===== src/rtl/eep_pkg.sv =====
package eep_pkg;

    localparam int WORD_W = 16;
    localparam int CNT_W  = 5;

    typedef enum logic [1:0] {
        OPC_EXT   = 2'b00,
        OPC_WRITE = 2'b01,
        OPC_READ  = 2'b10,
        OPC_ERASE = 2'b11
    } opc_e;

    typedef enum logic [2:0] {
        CMD_READ,
        CMD_WRITE,
        CMD_ERASE,
        CMD_ERALL,
        CMD_WRALL,
        CMD_PERMIT,
        CMD_LOCK
    } cmd_e;

    typedef enum logic [2:0] {
        ST_IDLE,
        ST_OPC,
        ST_ADDR,
        ST_DATA,
        ST_READ,
        ST_HOLD,
        ST_STATUS
    } state_e;

    typedef struct packed {
        logic              one;
        logic              all;
        logic [WORD_W-1:0] data;
    } mem_req_t;

    function automatic cmd_e decode_cmd(input logic [1:0] opc, input logic [1:0] sub);
        cmd_e c;
        case (opc)
            OPC_READ:  c = CMD_READ;
            OPC_WRITE: c = CMD_WRITE;
            OPC_ERASE: c = CMD_ERASE;
            default: begin
                case (sub)
                    2'b11:   c = CMD_PERMIT;
                    2'b10:   c = CMD_ERALL;
                    2'b01:   c = CMD_WRALL;
                    default: c = CMD_LOCK;
                endcase
            end
        endcase
        return c;
    endfunction

endpackage


===== src/rtl/eep_ctrl.sv =====
module eep_ctrl
    import eep_pkg::*;
#(
    parameter int AW          = 6,
    parameter int BUSY_CYCLES = 20
) (
    input  logic              clk,
    input  logic              rst,
    input  logic              sel_i,
    input  logic              sdi_i,
    input  logic              sck_rise,
    input  logic              sel_rise,
    input  logic [WORD_W-1:0] rd_data,
    output mem_req_t          req,
    output logic [AW-1:0]     wr_addr,
    output logic [AW-1:0]     rd_addr,
    output logic              sdo_o
);
    localparam int BW = $clog2(BUSY_CYCLES + 1);
    localparam logic [CNT_W-1:0] LAST_ADDR = CNT_W'(AW - 1);
    localparam logic [CNT_W-1:0] LAST_DATA = CNT_W'(WORD_W - 1);
    localparam logic [CNT_W-1:0] READ_END  = CNT_W'(WORD_W);

    state_e            state_q;
    logic [1:0]        opc_q;
    logic [AW-1:0]     addr_q;
    logic [WORD_W-1:0] data_q;
    logic [CNT_W-1:0]  cnt_q;
    logic              wel_q;
    logic              pend_q;
    logic [BW-1:0]     busy_q;
    logic              dout_q;

    logic [AW-1:0]     addr_next;
    logic [WORD_W-1:0] data_next;
    cmd_e              cmd_addr;
    cmd_e              cmd_data;
    logic              last_addr;
    logic              last_data;
    logic              pgm_fire;

    assign addr_next = {addr_q[AW-2:0], sdi_i};
    assign data_next = {data_q[WORD_W-2:0], sdi_i};
    assign cmd_addr  = decode_cmd(opc_q, addr_next[AW-1:AW-2]);
    assign cmd_data  = decode_cmd(opc_q, addr_q[AW-1:AW-2]);
    assign last_addr = (cnt_q == LAST_ADDR);
    assign last_data = (cnt_q == LAST_DATA);
    assign rd_addr   = addr_next;
    assign wr_addr   = (state_q == ST_DATA) ? addr_q : addr_next;

    always_comb begin
        req = '0;
        if (state_q == ST_ADDR && sck_rise && last_addr && wel_q) begin
            if (cmd_addr == CMD_ERASE) begin
                req.one  = 1'b1;
                req.data = '1;
            end else if (cmd_addr == CMD_ERALL) begin
                req.all  = 1'b1;
                req.data = '1;
            end
        end else if (state_q == ST_DATA && sck_rise && last_data && wel_q) begin
            if (cmd_data == CMD_WRITE) begin
                req.one  = 1'b1;
                req.data = data_next;
            end else if (cmd_data == CMD_WRALL) begin
                req.all  = 1'b1;
                req.data = data_next;
            end
        end
    end

    assign pgm_fire = req.one | req.all;

    always_ff @(posedge clk) begin
        if (rst) begin
            state_q <= ST_IDLE;
            opc_q   <= '0;
            addr_q  <= '0;
            data_q  <= '0;
            cnt_q   <= '0;
            wel_q   <= 1'b0;
            pend_q  <= 1'b0;
            busy_q  <= '0;
            dout_q  <= 1'b0;
        end else if (!sel_i) begin
            state_q <= ST_IDLE;
            dout_q  <= 1'b0;
        end else if (sel_rise) begin
            dout_q <= 1'b0;
            cnt_q  <= '0;
            if (pend_q) begin
                state_q <= ST_STATUS;
                busy_q  <= BW'(BUSY_CYCLES);
                pend_q  <= 1'b0;
            end else begin
                state_q <= ST_IDLE;
            end
        end else begin
            case (state_q)
                ST_IDLE: begin
                    if (sck_rise && sdi_i) begin
                        state_q <= ST_OPC;
                        cnt_q   <= '0;
                    end
                end
                ST_OPC: begin
                    if (sck_rise) begin
                        opc_q <= {opc_q[0], sdi_i};
                        cnt_q <= cnt_q + 1'b1;
                        if (cnt_q == CNT_W'(1)) begin
                            state_q <= ST_ADDR;
                            cnt_q   <= '0;
                        end
                    end
                end
                ST_ADDR: begin
                    if (sck_rise) begin
                        addr_q <= addr_next;
                        cnt_q  <= cnt_q + 1'b1;
                        if (last_addr) begin
                            cnt_q <= '0;
                            case (cmd_addr)
                                CMD_READ: begin
                                    data_q  <= rd_data;
                                    dout_q  <= 1'b0;
                                    state_q <= ST_READ;
                                end
                                CMD_WRITE, CMD_WRALL: state_q <= ST_DATA;
                                CMD_PERMIT: begin
                                    wel_q   <= 1'b1;
                                    state_q <= ST_HOLD;
                                end
                                CMD_LOCK: begin
                                    wel_q   <= 1'b0;
                                    state_q <= ST_HOLD;
                                end
                                default: begin
                                    if (pgm_fire) pend_q <= 1'b1;
                                    state_q <= ST_HOLD;
                                end
                            endcase
                        end
                    end
                end
                ST_DATA: begin
                    if (sck_rise) begin
                        data_q <= data_next;
                        cnt_q  <= cnt_q + 1'b1;
                        if (last_data) begin
                            if (pgm_fire) pend_q <= 1'b1;
                            state_q <= ST_HOLD;
                        end
                    end
                end
                ST_READ: begin
                    if (sck_rise) begin
                        if (cnt_q == READ_END) begin
                            dout_q  <= 1'b0;
                            state_q <= ST_HOLD;
                        end else begin
                            dout_q <= data_q[WORD_W-1];
                            data_q <= {data_q[WORD_W-2:0], 1'b0};
                            cnt_q  <= cnt_q + 1'b1;
                        end
                    end
                end
                ST_STATUS: begin
                    if (busy_q != '0) busy_q <= busy_q - 1'b1;
                end
                default: ;
            endcase
        end
    end

    assign sdo_o = (state_q == ST_STATUS) ? (busy_q == '0) : dout_q;

    a_r1_reset_clean: assert property (@(posedge clk) disable iff (rst)
        $past(rst) |-> (!wel_q && !sdo_o));

    a_r2_skip_zero: assert property (@(posedge clk) disable iff (rst)
        (state_q == ST_IDLE && sck_rise && !sdi_i && !sel_rise) |=> (state_q == ST_IDLE));

    a_r5_dummy_zero: assert property (@(posedge clk) disable iff (rst)
        (state_q == ST_ADDR && sck_rise && last_addr && cmd_addr == CMD_READ && !sel_rise)
        |=> (state_q == ST_READ && !sdo_o));

    a_r9_sel_low_idle: assert property (@(posedge clk) disable iff (rst)
        !sel_i |=> (state_q == ST_IDLE));

    a_r10_status_entry: assert property (@(posedge clk) disable iff (rst)
        (sel_i && sel_rise && pend_q) |=> (state_q == ST_STATUS && !sdo_o));

    a_r11_read_tail: assert property (@(posedge clk) disable iff (rst)
        (state_q == ST_READ && sck_rise && cnt_q == READ_END && !sel_rise)
        |=> (state_q == ST_HOLD && !sdo_o));

endmodule


===== config.mk =====
export PLATFORM = sky130hd
export DESIGN_NAME = eep_ctrl
export DESIGN_NICKNAME = d
export VERILOG_FILES = /design/src/rtl/eep_pkg.sv /design/src/rtl/eep_ctrl.sv
export SDC_FILE = /design/constraint.sdc
export NUM_CORES = 1
export LEC_CHECK = 0
export CORE_ASPECT_RATIO = 0.75
export CORE_UTILIZATION = 65
export CTS_CLUSTER_DIAMETER = 200
export CTS_CLUSTER_SIZE = 10
export DETAILED_ROUTE_END_ITERATION = 12
export DONT_BUFFER_PORTS = 1
export PLACE_DENSITY = 0.81
export SLEW_MARGIN = 20
export SYNTH_ARGS = -nofsm -noshare
export SYNTH_HDL_FRONTEND = slang
export SYNTH_SLANG_ARGS = --single-unit

===== constraint.sdc =====
create_clock -name clk -period 4.55 [get_ports clk]
set_input_delay 0.455 -clock clk [delete_from_list [all_inputs] [get_ports clk]]
set_output_delay 0.455 -clock clk [all_outputs]
set_load 0.05 [all_outputs]

==> results.py, run 1 <==
metrics = {
    "status": {
        "status": "completed",
    },
    "layout": {
        "multi_input_area_sq_um": 1670,
        "syn_to_final_growth_pct": 2.69,
        "fin_nets": 328,
        "layout-drive-gt1-share": 0.0930,
        "n_antenna_cell": 0,
        "final_common_cell": "dfxtp_1",
        "layout_common_cells": "40 x dfxtp_1, 37 x nor2_1, 23 x mux2i_1",
        "fillers": 310,
        "seq_area_sq_um": 801,
        "fin_area_sq_um": 2730,
        "finish.utilization": 0.721,
    },
    "sta": {
        "max_freq_mhz": 299,
        "finClkSkew_ns": 0.00533,
        "min_period_ns": 3.34,
        "finalHoldViolCount": 0,
        "setup_viol": 0,
        "tightest_slew_ns": 1.00,
        "rsz0062_at_grt": "no",
        "maxSlewHeadroom": 0.328,
        "post-route-period-util": 0.734,
        "final_max_slew_viol_count": 0,
        "tns_ns": 0,
    },
    "detailed_routing": {
        "antenna_left": 0,
        "drc": 0,
        "routed_wl_um": 6140,
        "wire_per_inst_um": 17.4,
        "vias": 2288,
        "routed_via_density": 6.48,
        "drt-initial-drc-count": 199,
        "firstDrtPassIters": 4,
    },
    "pwr": {
        "switching_power_uw": 151,
        "power_frac_comb": 0.052,
        "internal_power_uw": 561,
        "ir_drop_uv": 264,
        "p_per_area_nw_per_um2": 261,
        "clkPwrFrac": 0.450,
        "sw_frac_of_total": 0.212,
        "pwr-share-seq": 0.499,
        "p_leak_uw": 0.00114,
    },
    "global_routing": {
        "track_usage": 0.296,
        "grt_max_degree": 44,
        "grt.overflow.total": 0,
        "grt_antenna_before_repair": 0,
        "grt_pass1_vias": 1968,
        "grt_pass1_wl_um": 9670,
    },
    "place": {
        "hpwl_um": 4190,
        "port_buffers": 0,
        "dpl_cell_area_sq_um": 2600,
        "gp_congestion": 0.986,
    },
    "cts": {
        "clock-sinks": 40,
        "htreeDepth": 2,
        "ctsHoldBuffers": 0,
        "cts_resized": 0,
        "postCtsSetupBuffers": 0,
        "cts_made_buffers": 5,
        "insertion_delay_ns": 0.29,
        "cts-root-buf": "clkbuf_8",
        "clock_path_buffers": 2,
        "cts_tree": "built",
        "clk_transition_reported_paths_ns": 0.08,
    },
    "synthesis": {
        "synth_edf_count": 0,
        "yosysUniqueCellTypes": 58,
        "synth_top_area_cell": "dfxtp_1",
        "ys.flop_type": "dfxtp_1",
        "yosys_warnings": 0,
        "avgSynthCellArea_sq_um": 8.35,
        "synthCells": 318,
        "synth-async-reset-ratio": 0,
        "syn-num-nets": 346,
        "synth_seq_cells": 40,
        "ys_seq_area_frac": 0.302,
        "synth_area_leaders": "dfxtp_1 30%, mux2i_1 8.7%, nor2_1 5.4%, a21o_1 4.5%, a211oi_1 4.0%",
        "synth_top_area_frac": 0.302,
        "netlist_area_sq_um": 2660,
    },
    "critical_path": {
        "critical_path_peak_fanout": 21,
        "cp.arrival_ns": 2.89,
        "required_ns": 4.09,
        "path_class": "reg -> out",
        "cp-end-kind": "output pin",
        "worstSetupStartpoint": "state_q[0]$_SDFFE_PP0P_",
        "cp-start-kind": "flip-flop",
        "reg2reg_from": "state_q[0]$_SDFFE_PP0P_",
    },
    "floorplanning": {
        "core_area_sq_um": 3780,
        "start_util": 0.702,
        "rows": 19,
        "die_area_sq_um": 4350,
        "die_y_um": 57.4,
        "die-width_um": 75.8,
        "pin_count": 53,
    },
    "run": {
        "drv_cap": 0,
    },
    "min_path": {
        "hp-start": "rst",
        "hold_class": "in -> reg",
    },
}
==> routing by layer <==
layer	GRT usage	part of all wire	wire length, um	up-vias
li1	-	-	-	1134
met2	0.431	0.45	2790	76
met5	0	0	0	-
met4	0.0661	0.0075	46	0
met1	0.440	0.47	2890	1072
met3	0.0724	0.068	418	6
==> critical path, cell delays in order, from the launching register on <==
cell	delay (ns)
dfxtp_1	0.74
and2_2	0.32
nand4_1	0.18
nor3_2	0.83
a21o_1	0.52
==> path summary, 6_finish.rpt <==
kind,endpoint,slack (ns),depth (start not counted)
max,req[8],1.21,4
max reg2reg,pend_q$_SDFFE_PP0P_,1.84,5
min reg2reg,busy_q[4]$_SDFFE_PP0P_,0.47,2
min,cnt_q[0]$_SDFFE_PP0P_,0.23,1
==> cell type report <==
cell class              instances  share of cell area
repair buffers                  2             0.00551
clock inverters                 1              0.0110
well taps                      52              0.0239
clock buffers                   7              0.0353
inverters                      14              0.0193
multi-input cells             237               0.611
flip-flops and latches         40               0.294
==> synthesized netlist by cell type (2+ instances only) <==
| library cell | n |
|---|---|
| a211o_1 | 4 |
| a211oi_1 | 14 |
| a21o_1 | 16 |
| a21oi_1 | 13 |
| a221oi_1 | 2 |
| a22o_1 | 3 |
| a22oi_1 | 5 |
| a31oi_1 | 2 |
| and2_1 | 3 |
| and3_1 | 4 |
| and4bb_2 | 2 |
| buf_2 | 7 |
| buf_4 | 7 |
| clkbuf_1 | 11 |
| dfxtp_1 | 40 |
| ha_1 | 6 |
| inv_1 | 14 |
| mux2_2 | 7 |
| mux2i_1 | 23 |
| nand2_1 | 13 |
| nand2b_1 | 8 |
| nand3_1 | 3 |
| nand4_1 | 3 |
| nor2_1 | 38 |
| nor2b_1 | 6 |
| nor3_1 | 6 |
| nor3b_1 | 3 |
| nor4b_1 | 2 |
| o21ai_0 | 14 |
| o22ai_1 | 4 |
| o31ai_1 | 4 |
| or3_1 | 3 |
| or4_1 | 2 |
| or4b_1 | 2 |
==> power groups by stage <==
stage	Sequential [uW]	Clock, uW	Combinational (uW)
final	355	320	36.8
after global routing	355	332	40.4
after CTS	355	323	36.2
after detailed placement	363	0	35.9
after global placement	363	0	35.5
after floorplan	360	0	42.7
==> metrics by stage <==
| stage | total power (uW) | cells | setup slack, ns | hold slack (ns) |
|---|---|---|---|---|
| after floorplan | 403 | 318 | 2.14 | 0.435 |
| after global placement | 399 | 345 | 1.67 | 0.458 |
| after detailed placement | 399 | 345 | 1.57 | 0.463 |
| after CTS | 715 | 353 | 1.23 | 0.217 |
| after global routing | 728 | 353 | 1.04 | 0.214 |
| final | 712 | 353 | 1.21 | 0.225 |
==> state kept, by name, indices dropped and copies added (netlist names), 2 cells and up <==
register	count
opc_q	2
cnt_q	5
data_q	16
busy_q	5
state_q	3
addr_q	6
==> cells by family (layout without fill, tap and decap cells) <==
group                      count (synthesis)  count (layout)  share of synthesized area
DFF                                       40              40                      0.302
adders and majority gates                  6               6                     0.0283
muxes                                     30              30                      0.116
buffers and inverters                     41              24                     0.0740
AOI/OAI and AO/OA                         93              93                      0.249
and+or+nand+nor                          108             108                      0.231
Note: power is estimated with default switching activity, not from simulation.
==> run 2: changes to the inputs <==
--- a/config.mk
+++ b/config.mk
@@ -5,13 +5,14 @@
 export SDC_FILE = /design/constraint.sdc
 export NUM_CORES = 1
 export LEC_CHECK = 0
+export ABC_AREA = 1
 export CORE_ASPECT_RATIO = 0.75
-export CORE_UTILIZATION = 65
+export CORE_UTILIZATION = 64
 export CTS_CLUSTER_DIAMETER = 200
 export CTS_CLUSTER_SIZE = 10
 export DETAILED_ROUTE_END_ITERATION = 12
 export DONT_BUFFER_PORTS = 1
-export PLACE_DENSITY = 0.81
+export PLACE_DENSITY = 0.8
 export SLEW_MARGIN = 20
 export SYNTH_ARGS = -nofsm -noshare
 export SYNTH_HDL_FRONTEND = slang
==> constraint.sdc (replaced) <==
create_clock -name clk -period 3.4 [get_ports clk]
set_input_delay 0.34 -clock clk [delete_from_list [all_inputs] [get_ports clk]]
set_output_delay 0.34 -clock clk [all_outputs]
set_load 0.05 [all_outputs]
==> run 2 against run 1 <==
Via count rose by 16%. Design area fell by 1.6%. Utilization fell by 2.0 points. Area after synthesis rose by 0.52%. First-iteration DRC count fell by 5.5%. Die area rose by 2.0%. Clock power fell by 5%. Sequential cell count did not move. Worst hold slack got worse by 0.12 ns. Wire length rose by 1.0%. Combinational power rose to 5.4 times the previous value. Worst setup slack got worse by 0.62 ns. Largest cell class unchanged.
==> results.py, run 2 <==
metrics = {
    "pwr": {
        "pwr-share-seq": 0.500,
        "ir_drop_uv": 277,
        "internal_power_uw": 681,
        "power_frac_comb": 0.198,
        "p_per_area_nw_per_um2": 376,
        "sw_frac_of_total": 0.324,
        "clkPwrFrac": 0.302,
        "p_leak_uw": 0.00129,
        "switching_power_uw": 327,
    },
    "cts": {
        "clock_path_buffers": 2,
        "postCtsSetupBuffers": 0,
        "clock-sinks": 40,
        "clk_transition_reported_paths_ns": 0.08,
        "cts-root-buf": "clkbuf_8",
        "cts_made_buffers": 5,
        "cts_resized": 0,
        "insertion_delay_ns": 0.30,
        "htreeDepth": 2,
        "cts_tree": "built",
        "ctsHoldBuffers": 0,
    },
    "layout": {
        "fin_nets": 452,
        "n_antenna_cell": 0,
        "finish.utilization": 0.701,
        "fillers": 356,
        "syn_to_final_growth_pct": 0.516,
        "layout-drive-gt1-share": 0.0637,
        "layout_common_cells": "140 x nand2_1, 56 x nor2_1, 40 x dfxtp_1",
        "final_common_cell": "nand2_1",
        "reg_top3": "data_q x16, addr_q x6",
        "largest_reg_flops": 16,
        "top_register": "data_q",
    },
    "critical_path": {
        "critical_path_peak_fanout": 16,
        "cp-end-kind": "output pin",
        "cp-start-kind": "flip-flop",
        "cp.arrival_ns": 2.47,
        "required_ns": 3.06,
        "path_class": "reg -> out",
    },
    "detailed_routing": {
        "vias": 2647,
        "routed_via_density": 5.56,
        "routed_wl_um": 6210,
        "firstDrtPassIters": 5,
        "wire_per_inst_um": 13.0,
        "drc": 0,
        "antenna_left": 0,
        "drt-initial-drc-count": 188,
    },
    "synthesis": {
        "avgSynthCellArea_sq_um": 6.09,
        "ys.flop_type": "dfxtp_1",
        "ys_seq_area_frac": 0.300,
        "synth_seq_cells": 40,
        "synth_top_area_frac": 0.300,
        "yosys_warnings": 0,
        "synth_area_leaders": "dfxtp_1 30%, nand2_1 20%, nor2_1 7.9%, nand3_1 5.4%, inv_1 5.3%",
        "synth_top_area_cell": "dfxtp_1",
        "synthCells": 438,
        "synth_edf_count": 0,
        "netlist_area_sq_um": 2670,
        "synth_commonest_cells": "140 x nand2_1, 56 x nor2_1, 40 x dfxtp_1, 38 x inv_1, 29 x nand3_1",
        "synth-async-reset-ratio": 0,
        "synth.most_common_cell": "nand2_1",
        "syn-num-nets": 466,
        "yosysUniqueCellTypes": 32,
    },
    "sta": {
        "maxSlewHeadroom": 0.336,
        "setup_viol": 0,
        "min_period_ns": 2.81,
        "max_freq_mhz": 356,
        "finalHoldViolCount": 0,
        "finClkSkew_ns": 0.0109,
        "tightest_slew_ns": 0.990,
        "rsz0062_at_grt": "no",
        "final_max_slew_viol_count": 0,
        "tns_ns": 0,
        "layout_setup_ws_ns": 0.592,
        "post-route-period-util": 0.826,
    },
    "place": {
        "port_buffers": 0,
        "gp_congestion": 1.02,
        "preCtsSetupSlack_ns": 0.932,
        "hpwl_um": 4500,
    },
    "floorplanning": {
        "die_y_um": 57.9,
        "die_area_sq_um": 4440,
        "start_util": 0.697,
        "rows": 19,
        "core_area_sq_um": 3830,
        "pin_count": 53,
        "die-width_um": 76.6,
    },
    "min_path": {
        "hold_class": "in -> reg",
    },
    "run": {
        "drv_cap": 0,
    },
    "global_routing": {
        "grt.overflow.total": 0,
        "grt_pass1_vias": 2253,
        "track_usage": 0.295,
        "grt_antenna_before_repair": 0,
        "grt_pass1_wl_um": 10400,
        "grt_max_degree": 32,
    },
    "status": {
        "status": "completed",
    },
}
-- run 2: logic make-up (layout without fill, tap and decap cells) --
logic type / Yosys count / in the layout / share of synthesized area
buffers and inverters: 63 / 49 / 0.112
AND/OR/NAND/NOR: 262 / 262 / 0.420
XOR/XNOR: 1 / 1 / 0.00328
adder cells (fa/ha/maj): 6 / 6 / 0.0281
AO/OA/AOI/OAI: 66 / 66 / 0.136
flip-flops: 40 / 40 / 0.300
-- run 2: area by class of cell --
type | count | area (sq um) | area share
clock buffers | 6 | 72.6 | 0.0271
repair buffers | 2 | 15.0 | 0.00560
flip-flops and latches | 40 | 801 | 0.299
clock inverters | 1 | 5.00 | 0.00187
well taps | 52 | 65.1 | 0.0243
multi-input cells | 335 | 1570 | 0.587
inverters | 40 | 150 | 0.0560
-- run 2: per-stage QoR --
stage | power (uW) | instance area [sq um] | cells | hold slack [ns]
2_1_floorplan | 686 | 2670 | 438 | 0.423
3_3_place_gp | 709 | 2610 | 469 | 0.410
3_5_place_dp | 710 | 2610 | 469 | 0.414
4_1_cts | 1000 | 2680 | 476 | 0.104
5_1_grt | 1050 | 2680 | 476 | 0.0962
6_report | 1010 | 2680 | 476 | 0.102
-- run 2: path summary, 6_finish.rpt --
path	startpoint	end	slack, ns	cells after the start
setup / recovery	cnt_q[0]$_SDFFE_PP0P_	req[14]	0.59	10
hold / removal	rst	busy_q[3]$_SDFFE_PP0P_	0.10	1
setup reg to reg	state_q[0]$_SDFFE_PP0P_	data_q[1]$_SDFFE_PP0P_	1.32	9
hold reg to reg	pend_q$_SDFFE_PP0P_	pend_q$_SDFFE_PP0P_	0.46	2
-- run 2: power groups by stage --
stage	logic, uW	registers [uW]	clock network, uW
after CTS	197	504	304
after detailed placement	196	515	0
after floorplan	178	508	0
final	200	504	304
after global routing	226	507	320
after global placement	194	515	0
-- run 2: routing by layer --
metal,wire (um),track usage,up-vias,share of wire
met5,0,0,-,0
met4,59,0.0742,0,0.0095
met3,549,0.0535,8,0.088
met2,2500,0.468,126,0.40
met1,3100,0.419,1152,0.50
li1,-,-,1361,-
-- run 2: worst max-delay path, stage by stage (launching register included) --
cell and delay, ns:
dfxtp_1 0.39, ha_1 0.18, nand2_1 0.07, nor2_1 0.11, ha_1 0.21, inv_1 0.05, nor2_1 0.14, nand2_1 0.13
o21ai_4 0.37, nand3_1 0.14, nand2_1 0.38
